==> src/rtl/sclk_router.sv <==
`timescale 1ns/1ps
module sclk_router #(
  parameter int DW = 8
) (
  input  logic          clk,
  input  logic          rst_n,
  input  logic          gen_en,
  input  logic          sync_en,
  input  logic          fs_in,
  input  logic [DW-1:0] div_a,
  input  logic [DW-1:0] div_b,
  input  logic [DW-1:0] div_c,
  input  logic          rx_mode,
  input  logic          tx_mode,
  input  logic          loopback,
  input  logic [1:0]    clk_stop,
  input  logic          rx_pin_in,
  input  logic          tx_pin_in,
  output logic          gen_clk,
  output logic          stage1_tick,
  output logic          stage2_tick,
  output logic          rx_pin_out,
  output logic          rx_pin_oe,
  output logic          tx_pin_out,
  output logic          tx_pin_oe,
  output logic          rx_clk_int,
  output logic          tx_clk_int
);

  logic [DW-1:0] cnt1, cnt2, cnt3;
  logic [2:0]    fs_q;
  logic          gen_q;

  wire t1      = (cnt1 == div_a);
  wire t2      = t1 && (cnt2 == div_b);
  wire wrap3   = t2 && (cnt3 == div_c);
  wire restart = sync_en && fs_q[1] && !fs_q[2];
  wire spi_mst = tx_mode && clk_stop[1];

  always_ff @(posedge clk or negedge rst_n) begin
    if (!rst_n) begin
      fs_q  <= '0;
      cnt1  <= '0;
      cnt2  <= '0;
      cnt3  <= '0;
      gen_q <= 1'b0;
    end else begin
      fs_q <= {fs_q[1:0], fs_in};
      if (!gen_en || restart) begin
        cnt1  <= '0;
        cnt2  <= '0;
        cnt3  <= '0;
        gen_q <= 1'b0;
      end else begin
        cnt1 <= t1 ? '0 : cnt1 + 1'b1;
        if (t1) cnt2 <= (cnt2 == div_b) ? '0 : cnt2 + 1'b1;
        if (t2) cnt3 <= (cnt3 == div_c) ? '0 : cnt3 + 1'b1;
        if (wrap3) gen_q <= ~gen_q;
      end
    end
  end

  assign gen_clk     = gen_q;
  assign stage1_tick = gen_en && t1;
  assign stage2_tick = gen_en && t2;

  assign tx_clk_int = tx_mode ? gen_q : tx_pin_in;
  assign rx_clk_int = (loopback || spi_mst) ? tx_clk_int : (rx_mode ? gen_q : rx_pin_in);
  assign tx_pin_out = gen_q;
  assign rx_pin_out = loopback ? tx_clk_int : gen_q;
  assign tx_pin_oe  = tx_mode && rst_n;
  assign rx_pin_oe  = rx_mode && rst_n;


  gen_hold_chk: assert property (@(posedge clk) disable iff (!rst_n)
    (gen_en && !restart && !wrap3) |=> (gen_clk == $past(gen_clk)));


  gen_idle_chk: assert property (@(posedge clk) disable iff (!rst_n)
    !gen_en |=> !gen_clk);


  restart_low_chk: assert property (@(posedge clk) disable iff (!rst_n)
    restart |=> (!gen_clk && cnt1 == '0));


  tick_pulse_chk: assert property (@(posedge clk) disable iff (!rst_n)
    (stage1_tick && div_a != '0 && gen_en && !restart) |=> !stage1_tick);


  loop_route_chk: assert property (@(posedge clk) disable iff (!rst_n)
    loopback |-> (rx_clk_int == tx_clk_int));


  spi_route_chk: assert property (@(posedge clk) disable iff (!rst_n)
    (tx_mode && clk_stop[1]) |-> (rx_clk_int == tx_clk_int && tx_clk_int == gen_clk));

endmodule

==> config.mk <==
export PLATFORM = sky130hd
export DESIGN_NAME = sclk_router
export DESIGN_NICKNAME = d
export VERILOG_FILES = /design/src/rtl/sclk_router.sv
export SDC_FILE = /design/constraint.sdc
export NUM_CORES = 1
export LEC_CHECK = 0
export BUFFER_PORTS_ARGS = -buffer_cell sky130_fd_sc_hd__buf_2
export CAP_MARGIN = 25
export CORE_MARGIN = 1
export CORE_UTILIZATION = 47
export DETAILED_ROUTE_END_ITERATION = 8
export PLACE_DENSITY = 0.83
export SLEW_MARGIN = 25
export SYNTH_ARGS = -nofsm -noshare
export SYNTH_HDL_FRONTEND = slang
export SYNTH_SLANG_ARGS = --single-unit
export TNS_END_PERCENT = 100
==> constraint.sdc <==
create_clock -name clk -period 2.6 [get_ports clk]
set_input_delay 0.39 -clock clk [delete_from_list [all_inputs] [get_ports clk]]
set_output_delay 0.39 -clock clk [all_outputs]
set_load 0.05 [all_outputs]
==> impl_metrics.toml, run 1 <==
[status]
outcome = "complete, no violations"

[pwr]
finalPower_uw = 752
p_per_area_nw_per_um2 = 377
peakVddDrop_uv = 219
p_leak_uw = 0.000915

[clocking]
insertion_delay_ns = 0.33
clock-root-buffer = "clkbuf_4"
cts_tree = "yes"
clk_path_buf_depth = 2
cts.sinks = 28
htree_levels = 1
cts_buffers = 3
clk_pin_slew_ns = 0.15
postCtsHoldBufs = 0
cts_setup_buffers = 0

[routing]
wl_per_cell_um = 12.6
via_count = 1490
vias_per_cell = 5.48
antenna_left = 0
drc = 0
detail_route.iter0.violations = 95
drt-total-wl_um = 3440
firstDrtPassIters = 4

[setup_path]
path_class = "flip-flop to output port"
worstPathRequired_ns = 2.21
timing.rr.start = "cnt1[0]"
setup.worst_path.start = "cnt1[0]"
cpLargestDelayFamily = "simple AND/OR/NAND/NOR gates"
worst_path_max_delay_cell = "dfrtp_1"
cp_num_buf_inv = 1
cp_max_fo = 6
cp_slowest_stage_delay_ns = 0.48
endpoint = "stage2_tick"
start_kind = "flip-flop"
end_kind = "output port"
r2r_slack_ns = 0.48
crit_chain = "xnor2_1 -> nand4_1 -> nor4_2 -> and2_1 -> buf_2"
cp.depth = 5
r2r-end = "gen_clk"
r2r_cells = 5
arrival_ns = 2.03

[sta]
finClkSkew_ns = 0.00841
hold_viol = 0
rsz0062_at_grt = "false"
min_period_over_period_pct = 93.1
slew_headroom_pct = 45.4
tns_ns = 0
finalCriticalPeriod_ns = 2.42
slew_viol_final = 0
tightest_slew_ns = 0.819
setup_viol = 0
fmax_mhz = 413

[floorplan]
die_x_um = 61.9
ios = 45
die_area_um2 = 3830
rows = 21
design.core.area_um2 = 3390
fp.dieH_um = 61.9
initial_core_util_pct = 49.8

[global_routing]
track_usage_pct = 19.7
antenna_found_initial = 0
grt_max_degree = 29
overflow = 0
grt_pass1_vias = 1314
grt_first_pass_wirelength_um = 5530

[synth]
synthFlopType = "dfrtp_1"
synth_fa_ha_area_share_pct = 2.23
synth_compound_area_share_pct = 13.1
ys_ff_latch = 28
syn_area_um2 = 1690
synth_xor_area_share_pct = 16.1
synth_edf_count = 0
synth_top_family_by_area = "simple AND/OR/NAND/NOR gates"
syn-instance-count = 179
synth.area.mux_share_pct = 2.37
synth-simple-area-share_pct = 22.6
synth_cell_types = 40
yosysSeqAreaShare_pct = 41.5
syn_area_per_cell_um2 = 9.42
syn_nets = 218
async_flop_share_pct = 100
ys_warn_count = 0

[placement]
io_buffer_count = 43
gp_congestion = 0.861
hpwl_um = 2590

[cells_and_area]
drive_gt1_share_pct = 24.3
n_antenna_cell = 0
fin_nets = 267
syn2layout_area_growth_pct = 18.3

[run]
timing.max_cap.violations = 0

[min_path]
hold_class = "input pin to asynchronous set/reset pin"
[power breakdown]
part	leakage (uW)	switching (uW)	total, uW	internal (uW)
clock network	0.0000138	125	180	54.6
logic	0.000519	73.5	124	50.4
registers	0.000382	7.07	449	442
total	0.000915	206	752	547
[cell families (layout without fill, tap and decap cells)]
family	Yosys count	count (layout)
AO/OA/AOI/OAI	36	36
XOR/XNOR	31	31
adder cells (fa/ha/maj)	3	3
buffers and inverters	6	53
flip-flops	28	28
multiplexers	4	4
AND/OR/NAND/NOR	71	71
[flip-flops by register name, indices dropped and copies added (netlist names)]
signal	flops
cnt2	8
gen_clk	1
cnt3	8
fs_q	3
cnt1	8
[synthesized netlist by cell type (2+ instances only)]
cell type,number,share of area [%]
a22o_1,2,1.0
a21oi_1,13,3.9
o21ai_0,7,2.1
inv_1,3,0.67
nand4_1,4,1.5
nand3_1,14,4.2
and2_1,5,1.9
nand2_1,13,2.9
and3_1,5,1.9
xor2_1,13,6.8
xnor2_1,18,9.3
nor2_1,11,2.4
o21ai_1,2,0.59
o22ai_1,2,0.74
nor4_1,4,1.5
dfrtp_1,28,42
ha_1,3,2.2
mux2i_1,4,2.4
o31ai_1,2,0.89
or3_1,6,2.2
[how the worst min path moves through the flow]
stage | end | cells past startpoint
after floorplan | cnt1[0] | 0
after global placement | fs_q[1] | 0
after detailed placement | fs_q[1] | 0
after CTS | cnt3[3] | 2
after global routing | cnt3[4] | 2
final | cnt3[4] | 2
[cell usage in the layout (no fill, tap or decap), types with 2 or more instances in the layout]
cell type / netlist / final
a22o_1: 2 / 2
o21ai_0: 7 / 7
o31ai_1: 2 / 2
nand4_1: 4 / 4
o21ai_1: 2 / 2
xnor2_1: 18 / 18
buf_4: 1 / 4
nor4_1: 4 / 3
clkbuf_4: 0 / 3
mux2i_1: 4 / 4
or3_1: 6 / 6
and3_1: 5 / 5
nand2_1: 13 / 13
dfrtp_1: 28 / 28
inv_1: 3 / 3
nor2_1: 11 / 11
xor2_1: 13 / 13
ha_1: 3 / 3
nand3_1: 14 / 14
buf_2: 0 / 43
a21oi_1: 13 / 13
o22ai_1: 2 / 2
and2_1: 5 / 5
[final cells by class]
class                      instances  area, um^2
clock buffer                       3        22.5
fill                             295        1390
inverter                           3        11.3
multi-input combinational        145         958
sequential                        28         701
tap                               46        57.6
timing repair buffer              47         245
[routing by layer]
layer	global-route usage, %	part of all wire [%]	wire length [um]	up-vias
li1	-	-	-	742
met5	0	0	0	-
met4	7.94	1.2	42	0
met2	34.3	49	1700	40
met3	2.69	4.0	136	5
met1	24.7	45	1560	703
[stage by stage]
stage / setup slack (ns) / hold WS [ns] / util [%] / cells / instance area (um^2)
floorplan: 0.394 / 0.0944 / - / 179 / 1690
global placement: 0.471 / 0.334 / 58.0 / 269 / 1970
detailed placement: 0.461 / 0.336 / 58.0 / 269 / 1970
CTS: 0.0574 / 0.0993 / 58.7 / 272 / 1990
global route: 0.0475 / 0.0883 / 58.9 / 272 / 2000
finish: 0.179 / 0.0733 / 58.9 / 272 / 2000
[worst register-to-register path, stage by stage (launching register included)]
cell	delay (ns)
dfrtp_1	0.48
xnor2_1	0.20
nand4_1	0.22
or4_4	0.64
or3_1	0.37
a21oi_1	0.14
[timing repair]
item                       CTS  global route
setup endpoints to repair    0             1
hold endpoints to repair     0             0
gates resized for setup      0             1
(Power assumes the default switching activity.)
==> inputs of run 2 (changes only) <==
--- a/config.mk
+++ b/config.mk
@@ -7,7 +7,7 @@
 export LEC_CHECK = 0
 export BUFFER_PORTS_ARGS = -buffer_cell sky130_fd_sc_hd__buf_2
 export CAP_MARGIN = 25
-export CORE_MARGIN = 1
+export CORE_MARGIN = 3
 export CORE_UTILIZATION = 47
 export DETAILED_ROUTE_END_ITERATION = 8
 export PLACE_DENSITY = 0.83
==> run 2 against run 1 <==
Effect of this change:
- sequential power is essentially flat
- largest cell class unchanged
- utilization rose by 0.66 points
- power up 5.2%
- sequential share of layout area is 0.39 points lower
- die area grew 13%
- flip-flop and latch count is the same
- highest routed layer unchanged
- critical endpoint unchanged
- register-to-register slack lost 0.11 ns
- global-route usage down 1.3 points
- clock power rose by 19%
- fmax down 2.2%
==> impl_metrics.toml, run 2 (synthesized netlist as in run 1, its figures left out) <==
[clocking]
clk_pin_slew_ns = 0.15
htree_levels = 1
cts.sinks = 28
postCtsHoldBufs = 0
cts_setup_buffers = 0
cts_tree = "yes"
cts_buffers = 3
insertion_delay_ns = 0.33
clk_path_buf_depth = 2
ctsResizeCount = 0
clock-root-buffer = "clkbuf_4"

[floorplan]
design.core.area_um2 = 3390
rows = 21
initial_core_util_pct = 49.8
die_x_um = 65.9
fp.dieH_um = 65.9
die_area_um2 = 4340
ios = 45

[cells_and_area]
drive_gt1_share_pct = 24.7
syn2layout_area_growth_pct = 19.7
regArea_um2 = 701
final_area_um2 = 2020
utilization_pct = 59.5
layout_common_cells = "buf_2 (43), dfrtp_1 (28), xnor2_1 (18)"
top_regs = "cnt1 (8), cnt2 (8), cnt3 (8)"
fillCellCount = 309
fin_nets = 267
n_antenna_cell = 0
multi_input_area_um2 = 967
final_common_cell = "buf_2"

[routing]
wl_per_cell_um = 14.0
firstDrtPassIters = 4
drt-total-wl_um = 3830
antenna_left = 0
via_count = 1519
detail_route.iter0.violations = 86
drc = 0
vias_per_cell = 5.56

[setup_path]
crit_chain = "xnor2_1 -> nand4_1 -> nor4_4 -> and2_1 -> buf_2"
setup.worst_path.start = "cnt1[2]"
r2r-end = "gen_clk"
path_class = "flip-flop to output port"
start_kind = "flip-flop"
r2r_slack_ns = 0.37
cp_max_fo = 5
end_kind = "output port"
arrival_ns = 2.09
worst_path_max_delay_cell = "dfrtp_1"
cp_slowest_stage_delay_ns = 0.48
r2r_cells = 5
timing.rr.start = "cnt1[2]"
worstPathRequired_ns = 2.21

[sta]
finalCriticalPeriod_ns = 2.48
tightest_slew_ns = 0.828
finClkSkew_ns = 0.00306
min_period_over_period_pct = 95.2
hold_viol = 0
slew_viol_final = 0
slew_headroom_pct = 44.8
setup_viol = 0
fmax_mhz = 404
fin_ws_ns = 0.124
tns_ns = 0
rsz0062_at_grt = "false"

[placement]
hpwl_um = 2960
io_buffer_count = 43
gp_congestion = 0.857
dpl_worst_slack_ns = 0.422
placed_cell_area_um2 = 1970

[pwr]
p_leak_uw = 0.000935
peakVddDrop_uv = 335
p_int_uw = 578
p_switching_uw = 213
pwr-share-seq_pct = 56.7
p_per_area_nw_per_um2 = 392
swShare_pct = 27.0
p_clk_share_pct = 27.2
combPwrFrac_pct = 16.0

[global_routing]
grt_first_pass_wirelength_um = 6240
antenna_found_initial = 0
overflow = 0
grt_max_degree = 29
track_usage_pct = 18.4
grt_pass1_vias = 1458

[min_path]
hold_class = "input pin to asynchronous set/reset pin"

[run]
timing.max_cap.violations = 0

[status]
outcome = "complete, no violations"
run 2: worst max-delay path by stage:
stage / to / slack (ns)
final: stage2_tick / 0.12
after CTS: stage2_tick / 0.06
after floorplan: stage2_tick / 0.39
after global placement: stage2_tick / 0.47
after detailed placement: stage2_tick / 0.42
after global routing: stage2_tick / 0.02
run 2: cell type report:
type                            count  area share, %
Clock buffer                        4           1.80
Inverter                            3          0.558
Multi-Input combinational cell    145           47.9
Sequential cell                    28           34.7
Tap cell                           46           2.85
Timing Repair Buffer               47           12.2
run 2: metal layers:
| layer | routed length, um | GRT usage, % | share of wire [%] | up-vias |
|---|---|---|---|---|
| li1 | - | - | - | 746 |
| met1 | 1600 | 21.9 | 42 | 739 |
| met2 | 2030 | 32.8 | 53 | 32 |
| met3 | 174 | 4.25 | 4.5 | 2 |
| met4 | 19 | 4.92 | 0.50 | 0 |
| met5 | 0 | 0 | 0 | - |
run 2: power groups by stage:
| stage | logic [uW] | registers [uW] | clock network (uW) |
|---|---|---|---|
| 6_report | 127 | 449 | 215 |
| 5_1_grt | 138 | 451 | 236 |
| 4_1_cts | 127 | 449 | 220 |
| 3_5_place_dp | 127 | 457 | 0 |
| 3_3_place_gp | 122 | 457 | 0 |
| 2_1_floorplan | 67.2 | 455 | 0 |
run 2: stage by stage:
stage | hold WS, ns | total power [uW] | cells
3_3_place_gp | 0.334 | 579 | 269
6_report | 0.0728 | 791 | 273
2_1_floorplan | 0.0944 | 522 | 179
5_1_grt | 0.0835 | 825 | 273
4_1_cts | 0.0916 | 796 | 273
3_5_place_dp | 0.335 | 584 | 269
run 2: worst max-delay path: cells and delay by family, from the launching register on:
kind                      cells  cell delay [ns]
buffers and inverters         1             0.25
xor gates and xnor gates      1             0.24
DFF                           1             0.48
and+or+nand+nor               3             0.79
==> inputs of run 3 (changes only) <==
--- a/config.mk
+++ b/config.mk
@@ -5,10 +5,11 @@
 export SDC_FILE = /design/constraint.sdc
 export NUM_CORES = 1
 export LEC_CHECK = 0
-export BUFFER_PORTS_ARGS = -buffer_cell sky130_fd_sc_hd__buf_2
+export BUFFER_PORTS_ARGS = -buffer_cell sky130_fd_sc_hd__buf_4
 export CAP_MARGIN = 25
 export CORE_MARGIN = 3
 export CORE_UTILIZATION = 47
+export CTS_BUF_LIST = sky130_fd_sc_hd__clkbuf_4 sky130_fd_sc_hd__clkbuf_8 sky130_fd_sc_hd__clkbuf_16
 export DETAILED_ROUTE_END_ITERATION = 8
 export PLACE_DENSITY = 0.83
 export SLEW_MARGIN = 25
==> run 3 against run 2 <==
Effect of this change:
- critical endpoint unchanged
- critical path depth unchanged
- sequential share of layout area down 1.6 points
- sequential power about the same
- global-route usage down 1.7 points
- clock power down 2%
- count of clock-buffer cells in the layout unchanged
- die area unchanged
- first-iteration DRC count down 27%
- flip-flop and latch count unchanged
- utilization up 2.8 points
- clock skew up 0.0078 ns
==> impl_metrics.toml, run 3 (synthesized netlist as in run 1, its figures left out) <==
[global_routing]
use_met1_pct = 21.7
top_usage_layer = "met2"
grt.met2_usage_pct = 28.7
grt_first_pass_wirelength_um = 5760
antenna_found_initial = 0
grt_max_degree = 31
grt_pass1_vias = 1351
track_usage_pct = 16.7
globalRouteMet3Util_pct = 3.74
overflow = 0

[sta]
whs_ns = 0.161
finalCriticalPeriod_ns = 2.32
setup_viol = 0
slew_viol_final = 0
finClkSkew_ns = 0.0109
rsz0062_at_grt = "false"
fmax_mhz = 431
min_period_over_period_pct = 89.3
tns_ns = 0
slew_headroom_pct = 46.7
hold_viol = 0
tightest_slew_ns = 0.800

[routing]
drt-total-wl_um = 3520
wl_per_cell_um = 12.9
antenna_left = 0
via_count = 1489
detail_route.iter0.violations = 63
drc = 0
firstDrtPassIters = 4
vias_per_cell = 5.45

[setup_path]
start_kind = "flip-flop"
r2r_cells = 5
crit_chain = "xnor2_1 -> nand4_1 -> nor4_1 -> and2_1 -> buf_4"
end_kind = "output port"
cp.depth = 5
worstPathRequired_ns = 2.21
worst_path_max_delay_cell = "dfrtp_1"
path_class = "flip-flop to output port"
cp_num_buf_inv = 1
cpLargestDelayFamily = "simple AND/OR/NAND/NOR gates"
cp_slowest_stage_delay_ns = 0.47
cp_max_fo = 5
arrival_ns = 1.93

[cells_and_area]
top_regs = "cnt1 (8), cnt2 (8), cnt3 (8)"
n_antenna_cell = 0
final_common_cell = "buf_4"
drive_gt1_share_pct = 23.8
syn2layout_area_growth_pct = 25.3
layout_common_cells = "buf_4 (46), dfrtp_1 (28), xnor2_1 (18)"
fin_nets = 267
fillCellCount = 297

[floorplan]
ios = 45
initial_core_util_pct = 49.8
rows = 21
die_area_um2 = 4340
fp.dieH_um = 65.9
die_x_um = 65.9
design.core.area_um2 = 3390

[pwr]
p_leak_uw = 0.000952
peakVddDrop_uv = 366
p_per_area_nw_per_um2 = 378

[run]
timing.max_cap.violations = 0

[clocking]
cts_buffers = 3
cts_setup_buffers = 0
htree_levels = 1
cts_tree = "yes"
clk_path_buf_depth = 2
cts.sinks = 28
insertion_delay_ns = 0.33
clk_pin_slew_ns = 0.14
clock-root-buffer = "clkbuf_4"

[min_path]
whs_path_depth = 1
hold_class = "input pin to flip-flop"

[placement]
hpwl_um = 2690
gp_congestion = 0.868
io_buffer_count = 43

[status]
outcome = "complete, no violations"
==> run 3: cell count changes in the layout (fill, tap and decap cells not counted) <==
| cell | change |
|---|---|
| buf_2 | -43 |
| buf_4 | +42 |
| dlygate4sd3_1 | +1 |
| nor4_1 | +1 |
| nor4_4 | -1 |
==> run 3: metal layers <==
| layer | routed length [um] | vias up |
|---|---|---|
| met4 | 0 | 0 |
| li1 | - | 742 |
| met2 | 1810 | 38 |
| met1 | 1550 | 709 |
| met3 | 164 | 0 |
| met5 | 0 | - |
==> run 3: worst register-to-register path: stages, from the launching register on <==
cell and delay (ns):
dfrtp_1 0.47, xnor2_1 0.21, nand4_1 0.18, or4_4 0.62
or3_1 0.37, a21oi_1 0.14
==> run 3: repair_timing <==
action	in CTS	in global routing
endpoints found under the hold margin	28	0
hold buffers	1	0
gates resized for setup	0	0
==> run 3: final cells by class <==
class	count	area, um^2	share of cell area (%)
Timing Repair Buffer	47	355	16.8
Multi-Input combinational cell	145	952	45.1
Sequential cell	28	701	33.2
Tap cell	46	57.6	2.72
Inverter	3	11.3	0.533
Clock buffer	4	36.3	1.72
==> run 3: final timing paths <==
| path | start | to | slack (ns) |
|---|---|---|---|
| max | cnt1[2] | stage2_tick | 0.28 |
| min | fs_in | fs_q[0] | 0.16 |
| max reg2reg | cnt1[2] | gen_clk | 0.58 |
| min reg2reg | fs_q[0] | fs_q[1] | 0.36 |
| max in group asynchronous | rst_n | cnt2[4] | 1.83 |
| min in group asynchronous | rst_n | cnt3[4] | 0.49 |
==> run 3: metrics by stage <==
step                      cell area [um^2]  utilization, %  worst slack [ns]  total power, uW  instances
after floorplan                       1690               -             0.394              522        179
after global placement                2070            61.0             0.543              595        268
after detailed placement              2070            61.0             0.525              598        268
after CTS                             2110            62.3             0.252              810        273
after global routing                  2110            62.3            0.0537              839        273
final                                 2110            62.3             0.278              800        273
==> run 3: where the power goes <==
group          switching [uW]  internal (uW)
registers                7.08            442
logic                    72.5           67.3
clock network             125           85.8
total                     205            595
